<file path="config.mk">
export PLATFORM = sky130hd
export DESIGN_NAME = alu5_display_top
export DESIGN_NICKNAME = d
export VERILOG_FILES = /design/src/rtl/alu5_pkg.sv /design/src/rtl/alu5_core.sv /design/src/rtl/alu5_sevenseg.sv /design/src/rtl/alu5_display_top.sv
export SDC_FILE = /design/constraint.sdc
export NUM_CORES = 1
export LEC_CHECK = 0
export ABC_AREA = 1
export BUFFER_PORTS_ARGS = -buffer_cell sky130_fd_sc_hd__buf_2
export CORE_MARGIN = 5
export CORE_UTILIZATION = 25
export DETAILED_ROUTE_END_ITERATION = 10
export GPL_TIMING_DRIVEN = 0
export PLACE_DENSITY = 0.49
export SETUP_SLACK_MARGIN = 0.02
export SLEW_MARGIN = 20
export SYNTH_ARGS = -nofsm -noshare
export SYNTH_HDL_FRONTEND = slang
export SYNTH_SLANG_ARGS = --single-unit
export TNS_END_PERCENT = 10
</file>
<file path="constraint.sdc">
create_clock -name vclk -period 7.4
set_input_delay 2.22 -clock vclk [all_inputs]
set_output_delay 2.22 -clock vclk [all_outputs]
set_load 0.05 [all_outputs]
</file>
<file path="src/rtl/alu5_pkg.sv">
package alu5_pkg;

    localparam int unsigned OPND_W = 5;
    localparam int unsigned SEL_W  = 3;
    localparam int unsigned SEG_W  = 7;

    typedef enum logic [SEL_W-1:0] {
        OP_ADD  = 3'b000,
        OP_SUB  = 3'b001,
        OP_MIN  = 3'b010,
        OP_MAX  = 3'b011,
        OP_GT   = 3'b100,
        OP_LE   = 3'b101,
        OP_ABS  = 3'b110,
        OP_SHL2 = 3'b111
    } alu_op_e;

    typedef struct packed {
        logic [OPND_W-1:0] value;
        logic              ovf;
        logic              status;
        logic              neg;
    } alu_out_t;

    localparam logic [SEG_W-1:0] GLYPH_MINUS = 7'h40;
    localparam logic [SEG_W-1:0] GLYPH_BLANK = 7'h00;

    // segment bit 0 = a ... bit 6 = g, active high
    function automatic logic [SEG_W-1:0] digit_glyph(input int unsigned d);
        logic [SEG_W-1:0] g;
        case (d)
            0:       g = 7'h3F;
            1:       g = 7'h06;
            2:       g = 7'h5B;
            3:       g = 7'h4F;
            4:       g = 7'h66;
            5:       g = 7'h6D;
            6:       g = 7'h7D;
            7:       g = 7'h07;
            8:       g = 7'h7F;
            9:       g = 7'h6F;
            default: g = GLYPH_MINUS;
        endcase
        return g;
    endfunction

    function automatic logic is_compare(input alu_op_e op);
        return (op == OP_GT) || (op == OP_LE);
    endfunction

endpackage

</file>
<file path="src/rtl/alu5_core.sv">
module alu5_core
    import alu5_pkg::*;
#(
    parameter int unsigned W = OPND_W
) (
    input  logic [W-1:0] a,
    input  logic [W-1:0] b,
    input  alu_op_e      op,
    output alu_out_t     res
);
    localparam int unsigned MSB = W - 1;

    logic [W-1:0] sum_v;
    logic [W-1:0] diff_v;
    logic [W-1:0] neg_a;
    logic         a_gt_b;

    always_comb begin
        sum_v  = a + b;
        diff_v = a - b;
        neg_a  = W'(0) - a;
        a_gt_b = $signed(a) > $signed(b);

        res = '0;
        unique case (op)
            OP_ADD: begin
                res.value = sum_v;
                res.ovf   = (a[MSB] == b[MSB]) && (sum_v[MSB] != a[MSB]);
            end
            OP_SUB: begin
                res.value = diff_v;
                res.ovf   = (a[MSB] != b[MSB]) && (diff_v[MSB] != a[MSB]);
            end
            OP_MIN:  res.value = a_gt_b ? b : a;
            OP_MAX:  res.value = a_gt_b ? a : b;
            OP_GT:   res.status = a_gt_b;
            OP_LE:   res.status = !a_gt_b;
            OP_ABS: begin
                res.value = a[MSB] ? neg_a : a;
                res.ovf   = a[MSB] && neg_a[MSB];
            end
            OP_SHL2: begin
                res.value = {a[MSB-2:0], 2'b00};
                res.ovf   = !((a[MSB] == a[MSB-1]) && (a[MSB-1] == a[MSB-2]));
            end
            default: res = '0;
        endcase
        res.neg = res.value[MSB];
    end

    // min/max always returns one of the operands
    always_comb begin
        if (op == OP_MIN || op == OP_MAX)
            a_r3_pick_operand: assert (res.value == a || res.value == b);
    end

    // overflow never raised by min/max/compare
    always_comb begin
        if (op inside {OP_MIN, OP_MAX, OP_GT, OP_LE})
            a_r7_no_overflow: assert (!res.ovf);
    end

    // absolute value is non-negative unless it overflowed
    always_comb begin
        if (op == OP_ABS && !res.ovf)
            a_r5_abs_nonneg: assert (!res.value[MSB]);
    end
endmodule

</file>
<file path="src/rtl/alu5_sevenseg.sv">
module alu5_sevenseg
    import alu5_pkg::*;
#(
    parameter int unsigned W  = OPND_W,
    parameter int unsigned SW = SEG_W
) (
    input  logic [W-1:0]  value,
    output logic [SW-1:0] seg_tens,
    output logic [SW-1:0] seg_units
);
    localparam int unsigned  MSB = W - 1;
    localparam logic [W-1:0] TEN = W'(10);

    logic [W-1:0] mag;
    logic [W-1:0] tens_v;
    logic [W-1:0] units_v;

    always_comb begin
        mag     = value[MSB] ? (W'(0) - value) : value;
        tens_v  = mag / TEN;
        units_v = mag % TEN;

        seg_units = digit_glyph(32'(units_v));
        if (mag >= TEN)
            seg_tens = digit_glyph(32'(tens_v));
        else if (value[MSB])
            seg_tens = GLYPH_MINUS;
        else
            seg_tens = GLYPH_BLANK;
    end

    // the units digit always lights at least one segment
    always_comb begin
        a_r9_units_lit: assert (seg_units != '0);
    end

    // a blank tens digit only for non-negative results
    always_comb begin
        if (seg_tens == GLYPH_BLANK)
            a_r10_blank_nonneg: assert (!value[MSB]);
    end
endmodule

</file>
<file path="src/rtl/alu5_display_top.sv">
module alu5_display_top
    import alu5_pkg::*;
(
    input  logic [4:0] op_a,
    input  logic [4:0] op_b,
    input  logic [2:0] op_sel,
    output logic [4:0] result,
    output logic       ovf_flag,
    output logic       cmp_flag,
    output logic       neg_flag,
    output logic [6:0] seg_tens,
    output logic [6:0] seg_units
);
    alu_out_t core_out;
    alu_op_e  op;

    assign op = alu_op_e'(op_sel);

    alu5_core #(.W(OPND_W)) u_core (
        .a   (op_a),
        .b   (op_b),
        .op  (op),
        .res (core_out)
    );

    assign result   = core_out.value;
    assign ovf_flag = core_out.ovf;
    assign cmp_flag = core_out.status;
    assign neg_flag = core_out.neg;

    alu5_sevenseg #(.W(OPND_W), .SW(SEG_W)) u_seg (
        .value     (core_out.value),
        .seg_tens  (seg_tens),
        .seg_units (seg_units)
    );

    // comparison codes leave the result at zero
    always_comb begin
        if (is_compare(op))
            a_r4_cmp_zero: assert (result == '0 && !neg_flag);
    end

    // status only for comparison codes
    always_comb begin
        if (!is_compare(op))
            a_r7_status_low: assert (!cmp_flag);
    end
endmodule

</file>
## Word-level counts from Yosys, hierarchy flattened

Memory sizes are Yosys's and may differ from the RTL's.
Index checks and enable logic that the tools add are counted.
W data, S select, Z words.

- Register bits: 0
- Memory bits (read-only): 224
- Bits of input ports: 13
- Output and inout port bits: 22
- Memories: 2

- Add/sub/neg operators: 4
- Divide/modulo/power cells: 2
- $lt $le $gt $ge: 2
- Equality and inequality tests: 13
- Mux-type cells: 11
- Reduce and logical (&&, ||, !) cells: 7

Memories:

| name | depth | bits a word | rd ports | clocked after memory_dff | wr ports | RTL line | RTL |
|---|---|---|---|---|---|---|---|
| (name not given) | 16 | 7 | 1 | 0 | 0 | alu5_pkg.sv:31 | `case (d)` |
| (name not given) | 16 | 7 | 1 | 0 | 0 | alu5_pkg.sv:31 |  |

Operators with widths:

| operator | count |
|---|---|
| $pmux W5 S6 | 1 |
| $mux W7 | 4 |
| $mux W5 | 4 |
| $eq A3 B3 Y1 const B | 4 |
| $sub A1 B5 Y5 const A | 2 |
| $eq A3 B2 Y1 const B | 2 |
| $add A5 B5 Y5 | 1 |
| $div A5 B4 Y5 const B | 1 |
| $ge A5 B4 Y1 const B | 1 |
| $gt A5 B5 Y1 | 1 |
| $mod A5 B4 Y5 const B | 1 |
| $sub A5 B5 Y5 | 1 |
| $logic_and A1 B1 Y1 | 4 |
| $pmux W1 S4 | 1 |
| $eq A1 B1 Y1 | 3 |
| $eq A3 B1 Y1 const B | 1 |
| $logic_not A3 Y1 | 1 |
| $ne A1 B1 Y1 | 3 |
| $logic_not A1 Y1 | 2 |
| $pmux W1 S2 | 1 |

## Depth between registers and ports, before layout

An unclocked memory read counts as a cell.

- Depth after elaboration: 9
- Gate-level depth with buffers: 34

## By module

Synthesis repeated with hierarchy kept, for this count alone.

- Cells, all modules: 278
- Area total of the unflattened synthesis: 1519.0 um^2

By module, submodules not included:

| module | instances | cells each | area each (um^2) | seq. area each (um^2) |
|---|---|---|---|---|
| alu5_core | 1 | 182 | 992.2 | 0.0 |
| alu5_sevenseg | 1 | 96 | 526.8 | 0.0 |

## Least setup slack after synthesis

OpenSTA, ideal clock, no wires.

- Path type: in2out
- Start: input op_b[2]
- End: output seg_tens[5]
- Arrival time: 6.445 ns
- Data required time: 5.180 ns
- Setup slack: -1.265 ns
- Cell stages on the path: 21
- Buffers on the path: 1
- Cell sequence: inv_1 ha_1 buf_6 nand2_1 nand2_1 nand2_1 nand3_2 nand2_4 nand2_8 nand2_1 nand3_1 nand2_1 inv_2 ha_1 inv_1 nand2_1 xor2_1 nor2_1 o21ai_2 inv_1 nor3b_1

- Word-level cells in the longest chain between the ends: 9
- Elaborated cells on any way between the ends: 13
- Classes of those cells: 3 x add/sub; 1 x div; 2 x order compare; 6 x mux; 1 x memory

RTL lines:

| element | RTL line | RTL |
|---|---|---|
| start, declared | alu5_display_top.sv:5 | `input logic [4:0] op_b,` |
| $gt A5 B5 Y1 * | alu5_core.sv:22 | `a_gt_b = $signed(a) > $signed(b);` |
| $mux W5 (on tied branches) | alu5_core.sv:35, alu5_core.sv:34 |  |
| $pmux W5 S6 * | alu5_core.sv:25 | `unique case (op)` |
| named net result[0] | alu5_display_top.sv:7 | `output logic [4:0] result,` |
| $sub A1 B5 Y5 | alu5_sevenseg.sv:19 | `mag = value[MSB] ? (W'(0) - value) : value;` |
| $mux W5 * | alu5_sevenseg.sv:19 |  |
| $div A5 B4 Y5 | alu5_sevenseg.sv:20 | `tens_v = mag / TEN;` |
| $mem_v2 Z16 W7 | - |  |
| $mux W7 | alu5_pkg.sv:31 |  |
| $mux W7 * | alu5_sevenseg.sv:24 | `if (mag >= TEN)` |
| end, declared | alu5_display_top.sv:11 | `output logic [6:0] seg_tens,` |

The timed path passes the listed nets; every way through them passes the cells marked *.

## Worst setup path in the final report

- Start: input op_a[0]
- End: output seg_units[3]

- Word-level cells in the longest chain between the ends: 8
- Elaborated cells on any way between the ends: 13
- Classes of those cells: 4 x add/sub; 1 x div; 1 x order compare; 6 x mux; 1 x memory

RTL lines:

| element | RTL line | RTL |
|---|---|---|
| start, declared | alu5_display_top.sv:4 | `input logic [4:0] op_a,` |
| $sub A1 B5 Y5 or $gt A5 B5 Y1 (tied branches) | alu5_core.sv:21, alu5_core.sv:22 |  |
| $mux W5 (on tied branches) | alu5_core.sv:39, alu5_core.sv:34, alu5_core.sv:35 |  |
| $pmux W5 S6 * | alu5_core.sv:25 |  |
| $sub A1 B5 Y5 | alu5_sevenseg.sv:19 |  |
| $mux W5 * | alu5_sevenseg.sv:19 |  |
| $mod A5 B4 Y5 * | alu5_sevenseg.sv:21 | `units_v = mag % TEN;` |
| $mem_v2 Z16 W7 | - |  |
| $mux W7 * | alu5_pkg.sv:31 |  |
| end, declared | alu5_display_top.sv:12 | `output logic [6:0] seg_units` |

Mark *: on every way between the ends. The rest lies on a longest branch, timed or not.

==> impl_metrics.yaml <==
outcome:
  status: "finished with violations"
  failed_checks: "negative setup slack"
hold_path:
  whs_endpoint: "cmp_flag"
  hold_start: "op_sel[2]"
  hold_path.class: "input pin to output port"
  min_delay_path_depth: 4
drt:
  vias: 1825
  via_per_inst: 4.60
  ant_nets: 0
  drt_wl_total_um: 4930
  wl_per_cell_um: 12.4
  drt_first_pass_iters: 4
  drt_iter0_markers: 50
  drc_errors: 0
logic_synthesis:
  synth_warnings: 0
  synth_nets: 296
  syn_inst: 263
  syn-cell-area_um2: 1560
  ys_seq_area_share_pct: 0
  synth_area_leaders: "ha_1 14%, nand2_1 13%, inv_1 7.5%"
  synth_area_leader_cell: "ha_1"
  yosysTopAreaCellShare_pct: 14.4
  synth.distinct_cells: 37
  avgSynthCellArea_um2: 5.93
grt:
  overflow: 0
  grt_max_degree: 9
  first_global_vias: 1855
  track_usage_pct: 12.7
  grt_pass1_wl_um: 8300
  antenna_found_initial: 0
floorplan:
  dieWidth_um: 89
  core_area_um2: 5990
  die_h_um: 89
  start_util_pct: 26.0
  io-pin-count: 35
  rows: 28
  fp.dieArea_um2: 7920
timing:
  fin_ws_ns: -0.327
  final.min_clock_period_ns: 7.73
  hold_viol: 0
  max_freq_mhz: 129
  slew_viol_final: 0
  worst_pin_slew_ns: 0.427
  fin_crit_sh_pct: 104
  rsz0062_at_grt: "yes"
  tns_ns: -1.90
  relSlewSlack_pct: 71.4
  setup_viol: 7
setup_path:
  slowest_delay_ns: 0.39
  endpoint_kind: "output port"
  critPathKind: "input pin to output port"
  arrival_ns: 5.51
  startpoint_type: "input pin"
  worstPathRequired_ns: 5.18
  cp_common_cell: "nor2_4"
  cp_slowest_cell: "fa_2"
  path_max_fanout: 8
final_layout:
  nFillCells: 623
  design.seq.count: 0
  final_cell_mix: "40 x nand2_1, 28 x buf_4, 19 x inv_2"
  final.clkbuf_count: 0
  post-route-util_pct: 43.3
  fin_nets: 357
  final_common_cell: "nand2_1"
  regArea_um2: 0
  diodes: 0
  area_growth_pct: 66.4
  drive_gt1_share_pct: 56.8
power:
  powerDensity_nw_per_um2: 315
  design_power_total_uw: 818
  ir_drop_v: 0.000334
  leakagePower_nw: 1.23
placed_design:
  dp_hpwl_um: 3920
  place_ws_ns: -0.844
  place.gp.congestion: 0.885
  io_buffers: 35
flow_run:
  drv_cap: 0
## per-layer routing
| metal | vias up | routed length (um) | GRT usage [%] |
|---|---|---|---|
| met5 | - | 0 | 0 |
| met4 | 0 | 91 | 2.03 |
| met3 | 8 | 204 | 0.645 |
| met2 | 34 | 2680 | 25.6 |
| met1 | 819 | 1960 | 14.7 |
| li1 | 964 | - | - |
## Yosys cell counts, drive strengths merged
cell	count
nor3	7
o21ai	8
xor2	6
fa	2
o211ai	4
nand2	69
o21bai	1
o311ai	1
nand4	3
a21o	1
a21oi	16
clkinv	1
nor2	43
ha	18
buf	4
xnor2	1
nand3b	2
nor3b	1
nand3	27
a221oi	1
inv	45
o22ai	1
o31ai	1
## worst max path at each step
| stage | from | to |
|---|---|---|
| global placement | op_b[2] | seg_units[3] |
| CTS | op_b[4] | seg_units[3] |
| finish | op_a[0] | seg_units[3] |
| floorplan | op_b[2] | seg_units[6] |
| detailed placement | op_b[2] | seg_units[3] |
| global route | op_b[4] | seg_units[0] |
## final cells by class
cell class / count / area [um2] / area share [%]
tap: 75 / 93.8 / 3.61
buffer: 3 / 20.0 / 0.771
timing repair buffer: 59 / 468 / 18.0
inverter: 46 / 208 / 8.00
multi-input combinational: 214 / 1810 / 69.6
## worst max-delay path, delay by kind of cell
family          cells  cell delay [ns]
simple gates       17             1.40
fa+ha+maj           4             0.97
buf+inv             9             0.64
compound gates      1             0.26
## where the power goes
part           internal (mW)  leakage (nW)  switching [mW]  total [mW]
registers                  0             0               0           0
clock network              0             0               0           0
logic                  0.300          1.23           0.518       0.818
## cells by family (layout without fill, tap and decap cells)
logic type	Yosys count	in the layout	share of synthesized area (%)
compound gates	34	34	13.1
xor+xnor	7	7	4.41
fa+ha+maj	20	20	17.0
buf+inv	50	108	13.1
simple gates	152	153	52.4
## per-stage QoR
step           hold WS [ns]  area (um2)  cells
6_report               4.91        2600    397
5_1_grt                4.96        2600    397
4_1_cts                4.91        2520    396
3_5_place_dp           4.91        2130    373
3_3_place_gp           4.91        2130    373
2_1_floorplan          4.69        1860    263
## repair_timing
item / CTS / global route
pin swaps: 33 / 4
cloned: 1 / 0
endpoints found under the setup margin: 11 / 11
hold buffers: 0 / 0
resized for setup: 61 / 19
buffers inserted: 23 / 1
Note: power is estimated with default switching activity, not from simulation.
